## src/rtl/keyed_wdt_pkg.sv

```systemverilog
package keyed_wdt_pkg;

   // Control byte, most significant field first.
   typedef struct packed {
      logic       alt_boot;
      logic [1:0] rst_kind;
      logic       tick_sel;
      logic       ext_en;
      logic       irq_en;
      logic       rst_en;
      logic       run;
   } wdt_ctrl_t;

   localparam int CTRL_W = $bits(wdt_ctrl_t);

   // Word slots decoded from address bits 3:2.
   typedef enum logic [1:0] {
      SLOT_COUNT  = 2'd0,
      SLOT_RELOAD = 2'd1,
      SLOT_KICK   = 2'd2,
      SLOT_CTRL   = 2'd3
   } wdt_slot_e;

endpackage

```

## src/rtl/keyed_wdt_regs.sv

```systemverilog
module keyed_wdt_regs
   import keyed_wdt_pkg::*;
#(
   parameter int              DATA_W = 32,
   parameter int              ADDR_W = 4,
   parameter int              CNT_W  = 32,
   parameter int              KEY_W  = 16,
   parameter logic [KEY_W-1:0] KEY   = 16'h4755
) (
   input  logic              clk,
   input  logic              rst_n,
   input  logic              bus_wr,
   input  logic [ADDR_W-1:0] bus_addr,
   input  logic [DATA_W-1:0] bus_wdata,
   input  logic [CNT_W-1:0]  count,
   output logic [CNT_W-1:0]  reload,
   output wdt_ctrl_t         ctrl,
   output logic              kick,
   output logic [DATA_W-1:0] bus_rdata
);

   localparam int SLOT_LSB = 2;

   if (ADDR_W < 4) begin : g_bad_addr
      $error("keyed_wdt_regs: ADDR_W must be at least 4");
   end
   if (KEY_W > DATA_W || KEY_W < 1) begin : g_bad_key
      $error("keyed_wdt_regs: KEY_W must lie in 1..DATA_W");
   end
   if (CNT_W > DATA_W || CTRL_W > DATA_W) begin : g_bad_width
      $error("keyed_wdt_regs: count and control must fit a data word");
   end

   logic      upper_clear;
   logic      aligned;
   logic      wr_hit;
   wdt_slot_e slot;

   if (ADDR_W > 4) begin : g_wide_addr
      assign upper_clear = (bus_addr[ADDR_W-1:4] == '0);
   end else begin : g_narrow_addr
      assign upper_clear = 1'b1;
   end

   assign aligned = (bus_addr[SLOT_LSB-1:0] == '0);
   assign slot    = wdt_slot_e'(bus_addr[SLOT_LSB+1:SLOT_LSB]);
   assign wr_hit  = bus_wr & upper_clear & aligned;
   assign kick    = wr_hit && (slot == SLOT_KICK) && (bus_wdata[KEY_W-1:0] == KEY);

   always_ff @(posedge clk or negedge rst_n) begin
      if (!rst_n) begin
         reload <= '1;
      end else if (wr_hit && slot == SLOT_RELOAD) begin
         reload <= bus_wdata[CNT_W-1:0];
      end
   end

   always_ff @(posedge clk or negedge rst_n) begin
      if (!rst_n) begin
         ctrl <= '0;
      end else if (wr_hit && slot == SLOT_CTRL) begin
         ctrl <= wdt_ctrl_t'(bus_wdata[CTRL_W-1:0]);
      end
   end

   always_comb begin
      bus_rdata = '0;
      if (upper_clear && aligned) begin
         case (slot)
            SLOT_COUNT:  bus_rdata[CNT_W-1:0]  = count;
            SLOT_RELOAD: bus_rdata[CNT_W-1:0]  = reload;
            SLOT_CTRL:   bus_rdata[CTRL_W-1:0] = ctrl;
            default:     bus_rdata = '0;
         endcase
      end
   end

   logic unused_wdata;
   assign unused_wdata = ^bus_wdata;

   // the reload value only moves on a write aimed at its own word
   assert_reload_hold_R9: assert property (@(posedge clk) disable iff (!rst_n)
      !(bus_wr && bus_addr == ADDR_W'(4)) |=> reload == $past(reload));

   // the control byte only moves on a write aimed at its own word
   assert_ctrl_hold_R1: assert property (@(posedge clk) disable iff (!rst_n)
      !(bus_wr && bus_addr == ADDR_W'(12)) |=> ctrl == $past(ctrl));

endmodule

```

## src/rtl/keyed_wdt_tick.sv

```systemverilog
module keyed_wdt_tick #(
   parameter bit HAS_FAST = 1'b1
) (
   input  logic tick_1m,
   input  logic sel_slow,
   output logic step
);

   if (HAS_FAST) begin : g_two_sources
      assign step = sel_slow ? tick_1m : 1'b1;
   end else begin : g_slow_only
      logic unused_sel;
      assign unused_sel = sel_slow;
      assign step       = tick_1m;
   end

endmodule

```

## src/rtl/keyed_wdt_counter.sv

```systemverilog
module keyed_wdt_counter #(
   parameter int CNT_W = 32
) (
   input  logic             clk,
   input  logic             rst_n,
   input  logic             run,
   input  logic             step,
   input  logic             kick,
   input  logic [CNT_W-1:0] reload,
   output logic [CNT_W-1:0] count,
   output logic             expire
);

   if (CNT_W < 2) begin : g_bad_cnt
      $error("keyed_wdt_counter: CNT_W must be at least 2");
   end

   logic at_zero;
   assign at_zero = (count == '0);
   assign expire  = run & step & ~kick & at_zero;

   always_ff @(posedge clk or negedge rst_n) begin
      if (!rst_n) begin
         count <= '1;
      end else if (kick) begin
         count <= reload;
      end else if (run && step) begin
         count <= at_zero ? reload : count - 1'b1;
      end
   end

   // a key write always lands the reload value
   assert_key_load_R2: assert property (@(posedge clk) disable iff (!rst_n)
      kick |=> count == $past(reload));

   // one step takes exactly one off a non-zero count
   assert_step_down_R4: assert property (@(posedge clk) disable iff (!rst_n)
      (run && step && !kick && count != '0) |=> count == $past(count) - 1'b1);

   // a stopped counter without a key write holds its value
   assert_hold_stopped_R4: assert property (@(posedge clk) disable iff (!rst_n)
      (!run && !kick) |=> $stable(count));

endmodule

```

## src/rtl/keyed_wdt_events.sv

```systemverilog
module keyed_wdt_events
   import keyed_wdt_pkg::*;
(
   input  logic      clk,
   input  logic      rst_n,
   input  logic      expire,
   input  wdt_ctrl_t ctrl,
   output logic      timeout_pulse,
   output logic      irq_req,
   output logic      rst_req,
   output logic      ext_req
);

   always_ff @(posedge clk or negedge rst_n) begin
      if (!rst_n) begin
         timeout_pulse <= 1'b0;
         irq_req       <= 1'b0;
         rst_req       <= 1'b0;
         ext_req       <= 1'b0;
      end else begin
         timeout_pulse <= expire;
         irq_req       <= expire & ctrl.irq_en;
         rst_req       <= expire & ctrl.rst_en;
         ext_req       <= expire & ctrl.ext_en;
      end
   end

   // every timeout event comes from an expiry one cycle earlier
   assert_pulse_cause_R6: assert property (@(posedge clk) disable iff (!rst_n)
      timeout_pulse |-> $past(expire));

   // requests only appear beside a timeout event
   assert_irq_gated_R7: assert property (@(posedge clk) disable iff (!rst_n)
      irq_req |-> timeout_pulse);
   assert_rst_gated_R7: assert property (@(posedge clk) disable iff (!rst_n)
      rst_req |-> timeout_pulse);
   assert_ext_gated_R7: assert property (@(posedge clk) disable iff (!rst_n)
      ext_req |-> timeout_pulse);

endmodule

```

## src/rtl/keyed_watchdog.sv

```systemverilog
module keyed_watchdog
   import keyed_wdt_pkg::*;
#(
   parameter int               DATA_W   = 32,
   parameter int               ADDR_W   = 4,
   parameter int               CNT_W    = 32,
   parameter int               KEY_W    = 16,
   parameter logic [KEY_W-1:0] KEY      = 16'h4755,
   parameter bit               HAS_FAST = 1'b1
) (
   input  logic              clk,
   input  logic              rst_n,
   input  logic              tick_1m,
   input  logic              bus_wr,
   input  logic [ADDR_W-1:0] bus_addr,
   input  logic [DATA_W-1:0] bus_wdata,
   output logic [DATA_W-1:0] bus_rdata,
   output logic              timeout_pulse,
   output logic              irq_req,
   output logic              rst_req,
   output logic              ext_req,
   output logic [1:0]        reset_kind,
   output logic              alt_boot
);

   wdt_ctrl_t        ctrl;
   logic [CNT_W-1:0] count;
   logic [CNT_W-1:0] reload;
   logic             kick;
   logic             step;
   logic             expire;

   keyed_wdt_regs #(
      .DATA_W(DATA_W), .ADDR_W(ADDR_W), .CNT_W(CNT_W), .KEY_W(KEY_W), .KEY(KEY)
   ) u_regs (
      .clk(clk), .rst_n(rst_n), .bus_wr(bus_wr), .bus_addr(bus_addr),
      .bus_wdata(bus_wdata), .count(count), .reload(reload), .ctrl(ctrl),
      .kick(kick), .bus_rdata(bus_rdata)
   );

   keyed_wdt_tick #(.HAS_FAST(HAS_FAST)) u_tick (
      .tick_1m(tick_1m), .sel_slow(ctrl.tick_sel), .step(step)
   );

   keyed_wdt_counter #(.CNT_W(CNT_W)) u_counter (
      .clk(clk), .rst_n(rst_n), .run(ctrl.run), .step(step), .kick(kick),
      .reload(reload), .count(count), .expire(expire)
   );

   keyed_wdt_events u_events (
      .clk(clk), .rst_n(rst_n), .expire(expire), .ctrl(ctrl),
      .timeout_pulse(timeout_pulse), .irq_req(irq_req), .rst_req(rst_req),
      .ext_req(ext_req)
   );

   assign reset_kind = ctrl.rst_kind;
   assign alt_boot   = ctrl.alt_boot;

endmodule

```

## config.mk

```make
export PLATFORM = sky130hd
export DESIGN_NAME = keyed_watchdog
export DESIGN_NICKNAME = d
export VERILOG_FILES = /design/src/rtl/keyed_wdt_pkg.sv /design/src/rtl/keyed_wdt_regs.sv /design/src/rtl/keyed_wdt_tick.sv /design/src/rtl/keyed_wdt_counter.sv /design/src/rtl/keyed_wdt_events.sv /design/src/rtl/keyed_watchdog.sv
export SDC_FILE = /design/constraint.sdc
export NUM_CORES = 1
export LEC_CHECK = 0
export BUFFER_PORTS_ARGS = -buffer_cell sky130_fd_sc_hd__buf_2
export CAP_MARGIN = 20
export CELL_PAD_IN_SITES_DETAIL_PLACEMENT = 0
export CELL_PAD_IN_SITES_GLOBAL_PLACEMENT = 1
export CORE_ASPECT_RATIO = 1.4
export CORE_MARGIN = 2
export CORE_UTILIZATION = 47
export DETAILED_ROUTE_END_ITERATION = 8
export PLACE_DENSITY = 0.88
export SYNTH_ARGS = -nofsm -noshare
export SYNTH_HDL_FRONTEND = slang
export SYNTH_SLANG_ARGS = --single-unit
```

## constraint.sdc

```tcl
create_clock -name clk -period 3.71 [get_ports clk]
set_input_delay 0 -clock clk [delete_from_list [all_inputs] [get_ports clk]]
set_output_delay 0 -clock clk [all_outputs]
set_load 0.01 [all_outputs]
```

==> flow_metrics.tcl <==
set metrics [dict create \
    post_drt_wl_per_cell_microns 17.7 \
    layout-drive-gt1-share 0.418 \
    grt_busiest_layer "met2" \
    std_cell_rows 42 \
    drv_slew 0 \
    core_sq_um 9510 \
    tritoncts "yes" \
    min_period_over_period 0.755 \
    hpwl_microns 8270 \
    grt_pass1_wl_microns 20200 \
    syn_avg_cell_area_sq_um 10.1 \
    io_pins 79 \
    hp-class "input port to asynchronous set/reset pin" \
    first_global_vias 4102 \
    ys.flop_type "dfstp_2" \
    cap_violations 0 \
    cts.clk_slew.worst_paths_ns 0.06 \
    synth.area.top_cells "dfstp_2 (36%), mux2_2 (12%), mux2i_1 (7.1%)" \
    firstDrtPassIters 4 \
    cts_htree_levels 3 \
    clkSinkCount 76 \
    r2r-end "u_counter.count[23]" \
    fillers 829 \
    worstSetupStartpoint "bus_wdata[13]" \
    met3_usage 0.0476 \
    use_met1 0.289 \
    worstPathRequired_ns 3.97 \
    ys_types 50 \
    worstPathCellList "dlygate4sd3_1, buf_2, nor4b_1, nand4_1, or4_1, and2_1, a21oi_1, a2bb2oi_1" \
    critPathSlowestCell "nor4b_1" \
    port_buffers 78 \
    yosysSeqAreaShare 0.428 \
    final_util 0.605 \
    cts_setup_buffers 0 \
    powerDensity_nw_per_um2 467 \
    worstPathMaxFanout 18 \
    synth-seq-cells 76 \
    status "finished clean" \
    syn_nets 501 \
    drt_iter0_drc 194 \
    grt_max_degree 50 \
    remaining_drc_errors 0 \
    rsz0062_at_grt "false" \
    use_met2 0.420 \
    cts_made_buffers 9 \
    r2r_slack_ns 0.97 \
    grt.overflow.total 0 \
    maxSlewHeadroom 0.320 \
    die_x_microns 87.9 \
    stdcell_count 694 \
    peakVddDrop_v 0.000241 \
    setup_violations 0 \
    fin_crit_ns 2.80 \
    syn-cell-area_sq_um 4640 \
    crit_path_end "u_counter.count[26]" \
    setup-tns-final_ns 0 \
    worstSetupEndpointType "register" \
    fin_nets 599 \
    antenna_found_initial 0 \
    fin_skew_ns 0.00459 \
    synth-edff-count 0 \
    cp_slowest_stage_delay_ns 0.55 \
    hold_viol 0 \
    gp_congestion 0.831 \
    r2r_cells 6 \
    drt-total-wl_microns 12300 \
    fmax_ghz 0.357 \
    synth_top_area_frac 0.363 \
    cp-start-kind "input port" \
    vias_per_cell 5.84 \
    worst_r2r_startpoint "u_counter.count[17]" \
    die_h_microns 122 \
    yosys.area.top_type "dfstp_2" \
    antenna_cells 0 \
    cp.arrival_ns 3.07 \
    path_depth 8 \
    track_usage 0.243 \
    cts-root-buf "clkbuf_16" \
    postSynth.asyncResetShare 1.00 \
    path_class "input port to register" \
    synth_cells 459 \
    path_delay_family "simple AND/OR/NAND/NOR gates" \
    final_common_cell "buf_2" \
    initial_utilization 0.487 \
    crit_buf_inv 2 \
    mostFrequentLayoutCells "buf_2 (78), dfstp_2 (64), mux2_2 (48)" \
    placed_cells 645 \
    power.leakage_nw 2.51 \
    die_area_sq_um 10700 \
    drtAntennaViolNets 0 \
    regArea_sq_um 1980 \
    num_vias 4051 \
    clk_latency_ns 0.34 \
    tightest_slew_ns 1.02 \
    synth_warnings 0 \
    syn2layout_area_growth_pct 24.2 \
    cts_buffer_depth 2 \
    multi_input_area_sq_um 2440 \
]
## worst min-delay path by stage
stage          slack, ns                to  start  cells after the start
2_1_floorplan      -0.30  u_events.ext_req  rst_n                      0
3_3_place_gp        0.05  u_events.rst_req  rst_n                      1
3_5_place_dp        0.05  u_events.rst_req  rst_n                      1
4_1_cts             0.24  u_events.rst_req  rst_n                      2
5_1_grt             0.27  u_events.rst_req  rst_n                      2
6_report            0.23  u_events.rst_req  rst_n                      2
## power breakdown
group	switching, mW	internal, mW	leakage [nW]	total [mW]
Combinational	0.255	0.250	1.51	0.505
Sequential	0.151	1.06	0.822	1.21
Clock	0.329	0.641	0.169	0.970
Total	0.735	1.96	2.51	2.69
## registers in the layout, indices dropped and copies added, names as in the netlist
name and flops:
u_events.rst_req 1, u_regs.ctrl 8, u_counter.count 32, u_events.timeout_pulse 1, u_events.ext_req 1, u_events.irq_req 1, u_regs.reload 32
## cells by family (layout without fill, tap and decap cells)
logic type | after synthesis | in the layout | share of synthesized area
adders and majority gates | 2 | 2 | 0.00540
buffers and inverters | 46 | 149 | 0.0472
muxes | 81 | 81 | 0.188
DFF | 76 | 76 | 0.428
AOI/OAI and AO/OA | 101 | 101 | 0.150
and+or+nand+nor | 153 | 153 | 0.182
## area by class of cell
cell class / count / share of cell area
well taps: 132 / 0.0287
clock buffers: 12 / 0.0463
repair buffers: 118 / 0.134
clock inverters: 4 / 0.0122
flip-flops and latches: 76 / 0.344
multi-input cells: 337 / 0.425
inverters: 15 / 0.00978
## through the flow
stage | cell area [sq um] | setup slack, ns | hold WS, ns | total power, mW
floorplan | 4640 | 1.32 | -0.296 | 1.52
detailed placement | 5090 | 0.959 | 0.0548 | 1.70
global placement | 5090 | 1.05 | 0.0473 | 1.68
finish | 5760 | 0.907 | 0.230 | 2.69
global route | 5760 | 0.770 | 0.273 | 2.83
CTS | 5760 | 0.938 | 0.237 | 2.71
## layer usage
layer / share of wire / vias up
met5: 0 / -
met4: 0.031 / 0
met2: 0.52 / 121
met3: 0.037 / 31
li1: - / 1911
met1: 0.41 / 1988
## repair_timing
item                      4_1_cts  5_1_grt
gates resized for setup         0        0
hold buffers                   33        0
hold endpoints to repair       45        0
## cell usage after synthesis, drive strengths merged (2+ instances only)
| cell type | instances |
|---|---|
| dfstp | 64 |
| mux2 | 48 |
| nor2 | 46 |
| mux2i | 33 |
| a21oi | 26 |
| o21ai | 25 |
| nand4 | 19 |
| a22oi | 18 |
| clkbuf | 16 |
| nand2 | 16 |
| buf | 15 |
| inv | 15 |
| nand3 | 15 |
| dfrtp | 12 |
| a2bb2oi | 11 |
| nor3 | 11 |
| or4 | 9 |
| nor4 | 7 |
| and2 | 6 |
| a31oi | 4 |
| nor3b | 4 |
| o211ai | 4 |
| o22a | 4 |
| or3 | 4 |
| nand2b | 3 |
| nor4b | 3 |
| or2 | 3 |
| a41o | 2 |
| and3 | 2 |
| ha | 2 |
| o21a | 2 |
| o311ai | 2 |
Note: power is estimated with default switching activity, not from simulation.
